===== config.mk =====
export PLATFORM = sky130hd
export DESIGN_NAME = cmd_src_arb
export DESIGN_NICKNAME = d
export VERILOG_FILES = /design/src/rtl/cmd_src_arb_pkg.sv /design/src/rtl/arb_rst_sync.sv /design/src/rtl/arb_next.sv /design/src/rtl/arb_decode.sv /design/src/rtl/cmd_src_arb.sv
export SDC_FILE = /design/constraint.sdc
export NUM_CORES = 1
export LEC_CHECK = 0
export BUFFER_PORTS_ARGS = -buffer_cell sky130_fd_sc_hd__buf_2
export CAP_MARGIN = 20
export CELL_PAD_IN_SITES_DETAIL_PLACEMENT = 1
export CELL_PAD_IN_SITES_GLOBAL_PLACEMENT = 2
export CORE_MARGIN = 4
export CORE_UTILIZATION = 25
export DETAILED_ROUTE_END_ITERATION = 6
export GPL_ROUTABILITY_DRIVEN = 0
export PLACE_DENSITY = 0.78
export SLEW_MARGIN = 15
export SYNTH_ARGS = -nofsm -noshare
export SYNTH_HDL_FRONTEND = slang
export SYNTH_HIERARCHICAL = 1
export SYNTH_SLANG_ARGS = --single-unit

===== constraint.sdc =====
create_clock -name clk -period 1.4 [get_ports clk]
set_input_delay 0.14 -clock clk [delete_from_list [all_inputs] [get_ports clk]]
set_output_delay 0.14 -clock clk [all_outputs]
set_load 0.005 [all_outputs]

===== src/rtl/cmd_src_arb_pkg.sv =====
package cmd_src_arb_pkg;

  localparam int unsigned ST_W  = 4;
  localparam int unsigned SRC_W = 2;

  typedef enum logic [ST_W-1:0] {
    ST_IDLE = 4'b0000,
    ST_LOW  = 4'b0001,
    ST_L2I  = 4'b0010,
    ST_LBAT = 4'b0011,
    ST_L2B  = 4'b0100,
    ST_INTR = 4'b0101,
    ST_I2B  = 4'b0110,
    ST_IBAT = 4'b0111,
    ST_I2D  = 4'b1000
  } arb_state_e;

  typedef enum logic [SRC_W-1:0] {
    SRC_NONE  = 2'b00,
    SRC_LOW   = 2'b01,
    SRC_INT   = 2'b10,
    SRC_BATCH = 2'b11
  } src_e;

  typedef struct packed {
    logic lo_pend;
    logic int_pend;
    logic lo_yield;
    logic batch_start;
    logic batch_end;
    logic wait_evt;
    logic sw_done;
  } arb_in_t;

endpackage


===== src/rtl/arb_rst_sync.sv =====
module arb_rst_sync #(
  parameter int unsigned STAGES = 2
) (
  input  logic clk,
  input  logic rst_n,
  output logic rst_sync_n
);

  localparam int unsigned MSB = STAGES - 1;

  logic [MSB:0] sync_q;

  generate
    if (STAGES == 1) begin : g_single
      always_ff @(posedge clk or negedge rst_n) begin
        if (!rst_n) sync_q <= '0;
        else        sync_q <= 1'b1;
      end
    end else begin : g_chain
      always_ff @(posedge clk or negedge rst_n) begin
        if (!rst_n) sync_q <= '0;
        else        sync_q <= {sync_q[MSB-1:0], 1'b1};
      end
    end
  endgenerate

  assign rst_sync_n = sync_q[MSB];

endmodule


===== src/rtl/arb_next.sv =====
module arb_next
  import cmd_src_arb_pkg::*;
(
  input  arb_state_e cur_i,
  input  arb_in_t    in_i,
  output arb_state_e nxt_o
);

  always_comb begin
    nxt_o = cur_i;
    unique case (cur_i)
      ST_IDLE: begin
        if (in_i.int_pend)     nxt_o = ST_INTR;
        else if (in_i.lo_pend) nxt_o = ST_LOW;
      end
      ST_LOW: begin
        if (in_i.batch_start)   nxt_o = ST_L2B;
        else if (in_i.lo_yield) nxt_o = ST_L2I;
        else if (!in_i.lo_pend) nxt_o = ST_IDLE;
      end
      ST_INTR: begin
        if (in_i.batch_start)    nxt_o = ST_I2B;
        else if (in_i.wait_evt)  nxt_o = ST_I2D;
        else if (!in_i.int_pend) nxt_o = ST_IDLE;
      end
      ST_L2I: if (in_i.sw_done) nxt_o = ST_INTR;
      ST_L2B: if (in_i.sw_done) nxt_o = ST_LBAT;
      ST_I2B: if (in_i.sw_done) nxt_o = ST_IBAT;
      ST_I2D: if (in_i.sw_done) nxt_o = ST_IDLE;
      ST_LBAT: if (in_i.batch_end) nxt_o = ST_LOW;
      ST_IBAT: if (in_i.batch_end) nxt_o = ST_INTR;
      default: nxt_o = ST_IDLE;
    endcase
  end

endmodule


===== src/rtl/arb_decode.sv =====
module arb_decode
  import cmd_src_arb_pkg::*;
(
  input  arb_state_e st_i,
  output src_e       src_o,
  output logic       sw_req_o
);

  always_comb begin
    src_o    = SRC_NONE;
    sw_req_o = 1'b0;
    unique case (st_i)
      ST_IDLE: src_o = SRC_NONE;
      ST_LOW:  src_o = SRC_LOW;
      ST_L2I, ST_L2B: begin
        src_o    = SRC_LOW;
        sw_req_o = 1'b1;
      end
      ST_INTR: src_o = SRC_INT;
      ST_I2B, ST_I2D: begin
        src_o    = SRC_INT;
        sw_req_o = 1'b1;
      end
      ST_LBAT, ST_IBAT: src_o = SRC_BATCH;
      default: begin
        src_o    = SRC_NONE;
        sw_req_o = 1'b0;
      end
    endcase
  end

endmodule


===== src/rtl/cmd_src_arb.sv =====
module cmd_src_arb
  import cmd_src_arb_pkg::*;
#(
  parameter int unsigned RST_STAGES = 2
) (
  input  logic       clk,
  input  logic       rst_n,
  input  logic       lo_pend_i,
  input  logic       int_pend_i,
  input  logic       lo_yield_i,
  input  logic       batch_start_i,
  input  logic       batch_end_i,
  input  logic       wait_evt_i,
  input  logic       sw_done_i,
  output logic [1:0] src_sel_o,
  output logic       sw_req_o,
  output logic [3:0] state_rd_o
);

  logic       rst_int_n;
  arb_in_t    in_s;
  arb_state_e state_q;
  arb_state_e state_d;
  src_e       src_s;
  logic       sw_req_s;

  arb_rst_sync #(.STAGES(RST_STAGES)) u_rst (
    .clk        (clk),
    .rst_n      (rst_n),
    .rst_sync_n (rst_int_n)
  );

  assign in_s = '{
    lo_pend:     lo_pend_i,
    int_pend:    int_pend_i,
    lo_yield:    lo_yield_i,
    batch_start: batch_start_i,
    batch_end:   batch_end_i,
    wait_evt:    wait_evt_i,
    sw_done:     sw_done_i
  };

  arb_next u_next (
    .cur_i (state_q),
    .in_i  (in_s),
    .nxt_o (state_d)
  );

  always_ff @(posedge clk or negedge rst_int_n) begin
    if (!rst_int_n) state_q <= ST_IDLE;
    else            state_q <= state_d;
  end

  arb_decode u_dec (
    .st_i     (state_q),
    .src_o    (src_s),
    .sw_req_o (sw_req_s)
  );

  assign src_sel_o  = src_s;
  assign sw_req_o   = sw_req_s;
  assign state_rd_o = state_q;

  AST_IDLE_INT_FIRST: assert property (@(posedge clk) disable iff (!rst_int_n)
    (state_rd_o == 4'b0000 && int_pend_i) |=> (state_rd_o == 4'b0101));

  AST_INT_WAIT_DRAIN: assert property (@(posedge clk) disable iff (!rst_int_n)
    (state_rd_o == 4'b0101 && wait_evt_i && !batch_start_i) |=> (state_rd_o == 4'b1000));

  AST_SW_HOLD: assert property (@(posedge clk) disable iff (!rst_int_n)
    (sw_req_o && !sw_done_i) |=> (sw_req_o && $stable(state_rd_o)));

  AST_SW_EXIT: assert property (@(posedge clk) disable iff (!rst_int_n)
    (sw_req_o && sw_done_i) |=> !sw_req_o);

  AST_LBAT_RETURN: assert property (@(posedge clk) disable iff (!rst_int_n)
    (state_rd_o == 4'b0011 && batch_end_i) |=> (state_rd_o == 4'b0001 && !sw_req_o));

  AST_IBAT_RETURN: assert property (@(posedge clk) disable iff (!rst_int_n)
    (state_rd_o == 4'b0111 && batch_end_i) |=> (state_rd_o == 4'b0101 && !sw_req_o));

  AST_BATCH_NO_REQ: assert property (@(posedge clk) disable iff (!rst_int_n)
    (src_sel_o == 2'b11) |-> !sw_req_o);

  AST_BATCH_STICKY: assert property (@(posedge clk) disable iff (!rst_int_n)
    (src_sel_o == 2'b11 && !batch_end_i) |=> (src_sel_o == 2'b11));

endmodule


==> summary.md <==
| Metric | Value |
|---|---|
| Power per standard cell area | about 2100 nW/um^2 |
| Initial DRT Pass Iterations | 2 |
| Die Wd | slightly below 50 um |
| # DRC | 0 |
| Total Power Consumption | approximately 1.3 mW |
| Core footprint | approximately 1500 sq um |
| Full die area | 2380 sq um |
| Cts bufs inserted | 3 |
| Vias in the first global route | about 420 |
| CP Class | register to output port |
| WP data required | 1.26 ns |
| Yosys reg bits | 6 |
| Register area share after synthesis | approximately 36% |
| Violated checks | negative setup slack |
| Row Count | 14 |
| Tcrit/Tclk final | 104% |
| Clk Latency, worst-skew pair | ~0.25 ns |
| FF-to-FF Start | state_rd_o[2] |
| Maxcap violations | 0 |
| Layout net count | slightly above 80 |
| Synthesized net count | between 50 and 60 |
| Root Buffer | clkbuf_4 |
| Fin. Hold Viols | 0 |
| Top-level I/O count | 16 |
| Startpoint types | register |
| RR Endpoint | state_rd_o[0] |
| R2r worst-path depth | 4 |
| Ratio of cells with drive above 1 in the final layout | 41.4% |
| Vias/cell | 5.16 |
| Reg2reg setup slack | -0.01 ns |
| Clock Skews | 0.00277 ns |
| Area Overhead vs Synth | 43.7% |
| Fill cell count | ~200 |
| WP data arrival | roughly 1.3 ns |
| RSZ-0062 raised after global routing | true |
| Vias | 444 |
| Worst Path Max Fanout | 6 |
| Final setup fails | 3 |
| TritonCTS clock tree | done |
| Avg WL per Cell | approximately 14 um |
| Slew Viols, Final | 0 |
| Status | finished, violations left |
| HP Class | register to asynchronous set/reset pin |
| # clock sinks | 6 |
| IO buf count | 15 |
| Initial antenna violation count | 0 |
| Clock edge transition at the registers on the reported setup and hold paths | about 0.05 ns |
| Post-Syn Area | slightly above 400 sq um |
| Setup Slack @ Placement | 0.0706 ns |
| Crit path capture | src_sel_o[1] |
| Die Y | around 49 um |
| Global Route Usage Sum | a little over a tenth |
| Post-route ant nets | 0 |
| Largest net degree at the start of global routing | 12 |
| Placed cell count | between 70 and 80 |
| Maximum VDD drop | 0.596 mV |
| CP startpoint | state_rd_o[2] |
| Initial cell density of the core | between 20% and 30% |
| CTS Buffer Depth | 2 |
| Antenna cells | 0 |
| Synth cell types | 28 |
| Post-layout min period | ~1.5 ns |
| Lkg Pwr | between 0.2 and 0.3 nW |
| Dpl hpwl | between 800 and 900 um |
| Total Wirelength | 1170 um |
| Grt total ovfl | 0 |
| Post-synthesis cell count | 45 |
| Final worst slack | -0.0629 ns |
| Initial DRC Count | 2 |
| First-pass GRT wire length | 1940 um |
| Synthesis Warnings | 6 |
| Final non-filler cell total | 86 |
| Mean area per synthesized cell | 9.23 sq um |
| Critical Path Sink Type | output port |
| H-Tree Depth | 1 |
| Fmax | approximately 700 MHz |
what timing repair did:
item	4_1_cts	5_1_grt
pin swaps	3	0
setup buffers	2	1
hold endpoints to repair	2	0
setup endpoints to repair	3	4
gates resized for setup	2	0
hold buffers	1	0
how the worst min path moves through the flow:
stage                     depth (start not counted)              end  slack, ns
after floorplan                                   0  u_rst/sync_q[0]      -0.16
after global placement                            1  u_rst/sync_q[1]      -0.08
after detailed placement                          1  u_rst/sync_q[1]      -0.07
after CTS                                         0    state_rd_o[2]       0.06
after global routing                              0    state_rd_o[0]       0.08
final                                             0    state_rd_o[2]       0.05
placed cells by master (no fill, tap or decap), types with 2 or more instances in the layout:
cell      Yosys  layout
buf_2         0      15
buf_4         1       7
dfrtp_1       6       5
o21ai_0       4       4
clkbuf_4      0       3
nand3b_1      3       3
nor3_1        3       3
a21o_1        2       2
nor2b_1       2       2
a22oi_1       2       2
nor2_1        2       2
a21oi_1       2       2
cell families (layout without fill, tap and decap cells):
| family | after synthesis | count (layout) | share of synthesized area (%) |
|---|---|---|---|
| mux | 1 | 1 | 2.41 |
| fa+ha+maj | 1 | 1 | 2.71 |
| buf+inv | 3 | 28 | 3.61 |
| other cells | 1 | 1 | 0.903 |
| flops | 6 | 6 | 36.1 |
| simple gates | 17 | 17 | 26.8 |
| compound gates | 15 | 15 | 25.3 |
| xor+xnor | 1 | 1 | 2.11 |
Yosys cell counts:
master	number	area, sq um
nor2b_1	2	12.5
o211a_1	1	10.0
o21a_1	1	7.51
o21ai_0	4	20.0
nand3b_1	3	22.5
maj3_2	1	11.3
and2_1	1	6.26
inv_1	1	3.75
a22oi_1	2	15.0
xor2_1	1	8.76
and3b_1	1	8.76
or4b_1	1	10.0
a221oi_2	1	15.0
or3b_1	1	8.76
a21oi_1	2	10.0
a31oi_1	1	6.26
dfrtp_1	6	150
clkbuf_1	1	3.75
nor2_1	2	7.51
o22ai_1	1	6.26
buf_4	1	7.51
nor3b_1	1	7.51
nor3_1	3	15.0
nand2_1	1	3.75
a21o_1	2	15.0
mux2i_1	1	10.0
conb_1	1	3.75
nor4b_1	1	8.76
critical path, stage by stage (launching register included):
cell and delay (ns):
dfrtp_1 0.38, buf_6 0.14, maj3_2 0.29, a21o_1 0.15, buf_2 0.12
registers in the layout (all words and copies together) (netlist names):
signal and flops:
state_rd_o 4, u_rst/sync_q 2
layer usage:
metal / wire, um / share of wire, % / GRT usage, %
met1: 528 / 45 / 12.9
met2: 531 / 45 / 14.8
met3: 59 / 5.0 / 3.68
met4: 49 / 4.2 / 10.8
met5: 0 / 0 / 0
where the power goes:
part	leakage [nW]	switching, mW	internal (mW)
clock network	0.0138	0.0642	0.0971
logic	0.194	0.351	0.443
registers	0.0721	0.0901	0.229
total	0.280	0.505	0.769
per-stage QoR:
| step | hold WS [ns] | setup TNS, ns | instance area [sq um] | util [%] |
|---|---|---|---|---|
| finish | 0.0525 | -0.0982 | 597 | 38.7 |
| global route | 0.0768 | -0.324 | 597 | 38.7 |
| CTS | 0.0587 | -0.116 | 589 | 38.2 |
| detailed placement | -0.0715 | 0 | 537 | 34.8 |
| global placement | -0.0760 | 0 | 537 | 34.8 |
| floorplan | -0.156 | 0 | 415 | - |
area by class of cell:
cell class                 count  area, sq um  share of cell area [%]
multi-input combinational     36          250                    41.9
sequential                     6          151                    25.4
timing repair buffer          24          149                    24.9
clock buffer                   3         22.5                    3.77
tap                           16         20.0                    3.35
inverter                       1         3.75                   0.629
No activity file was read; power rests on OpenSTA's default activity.
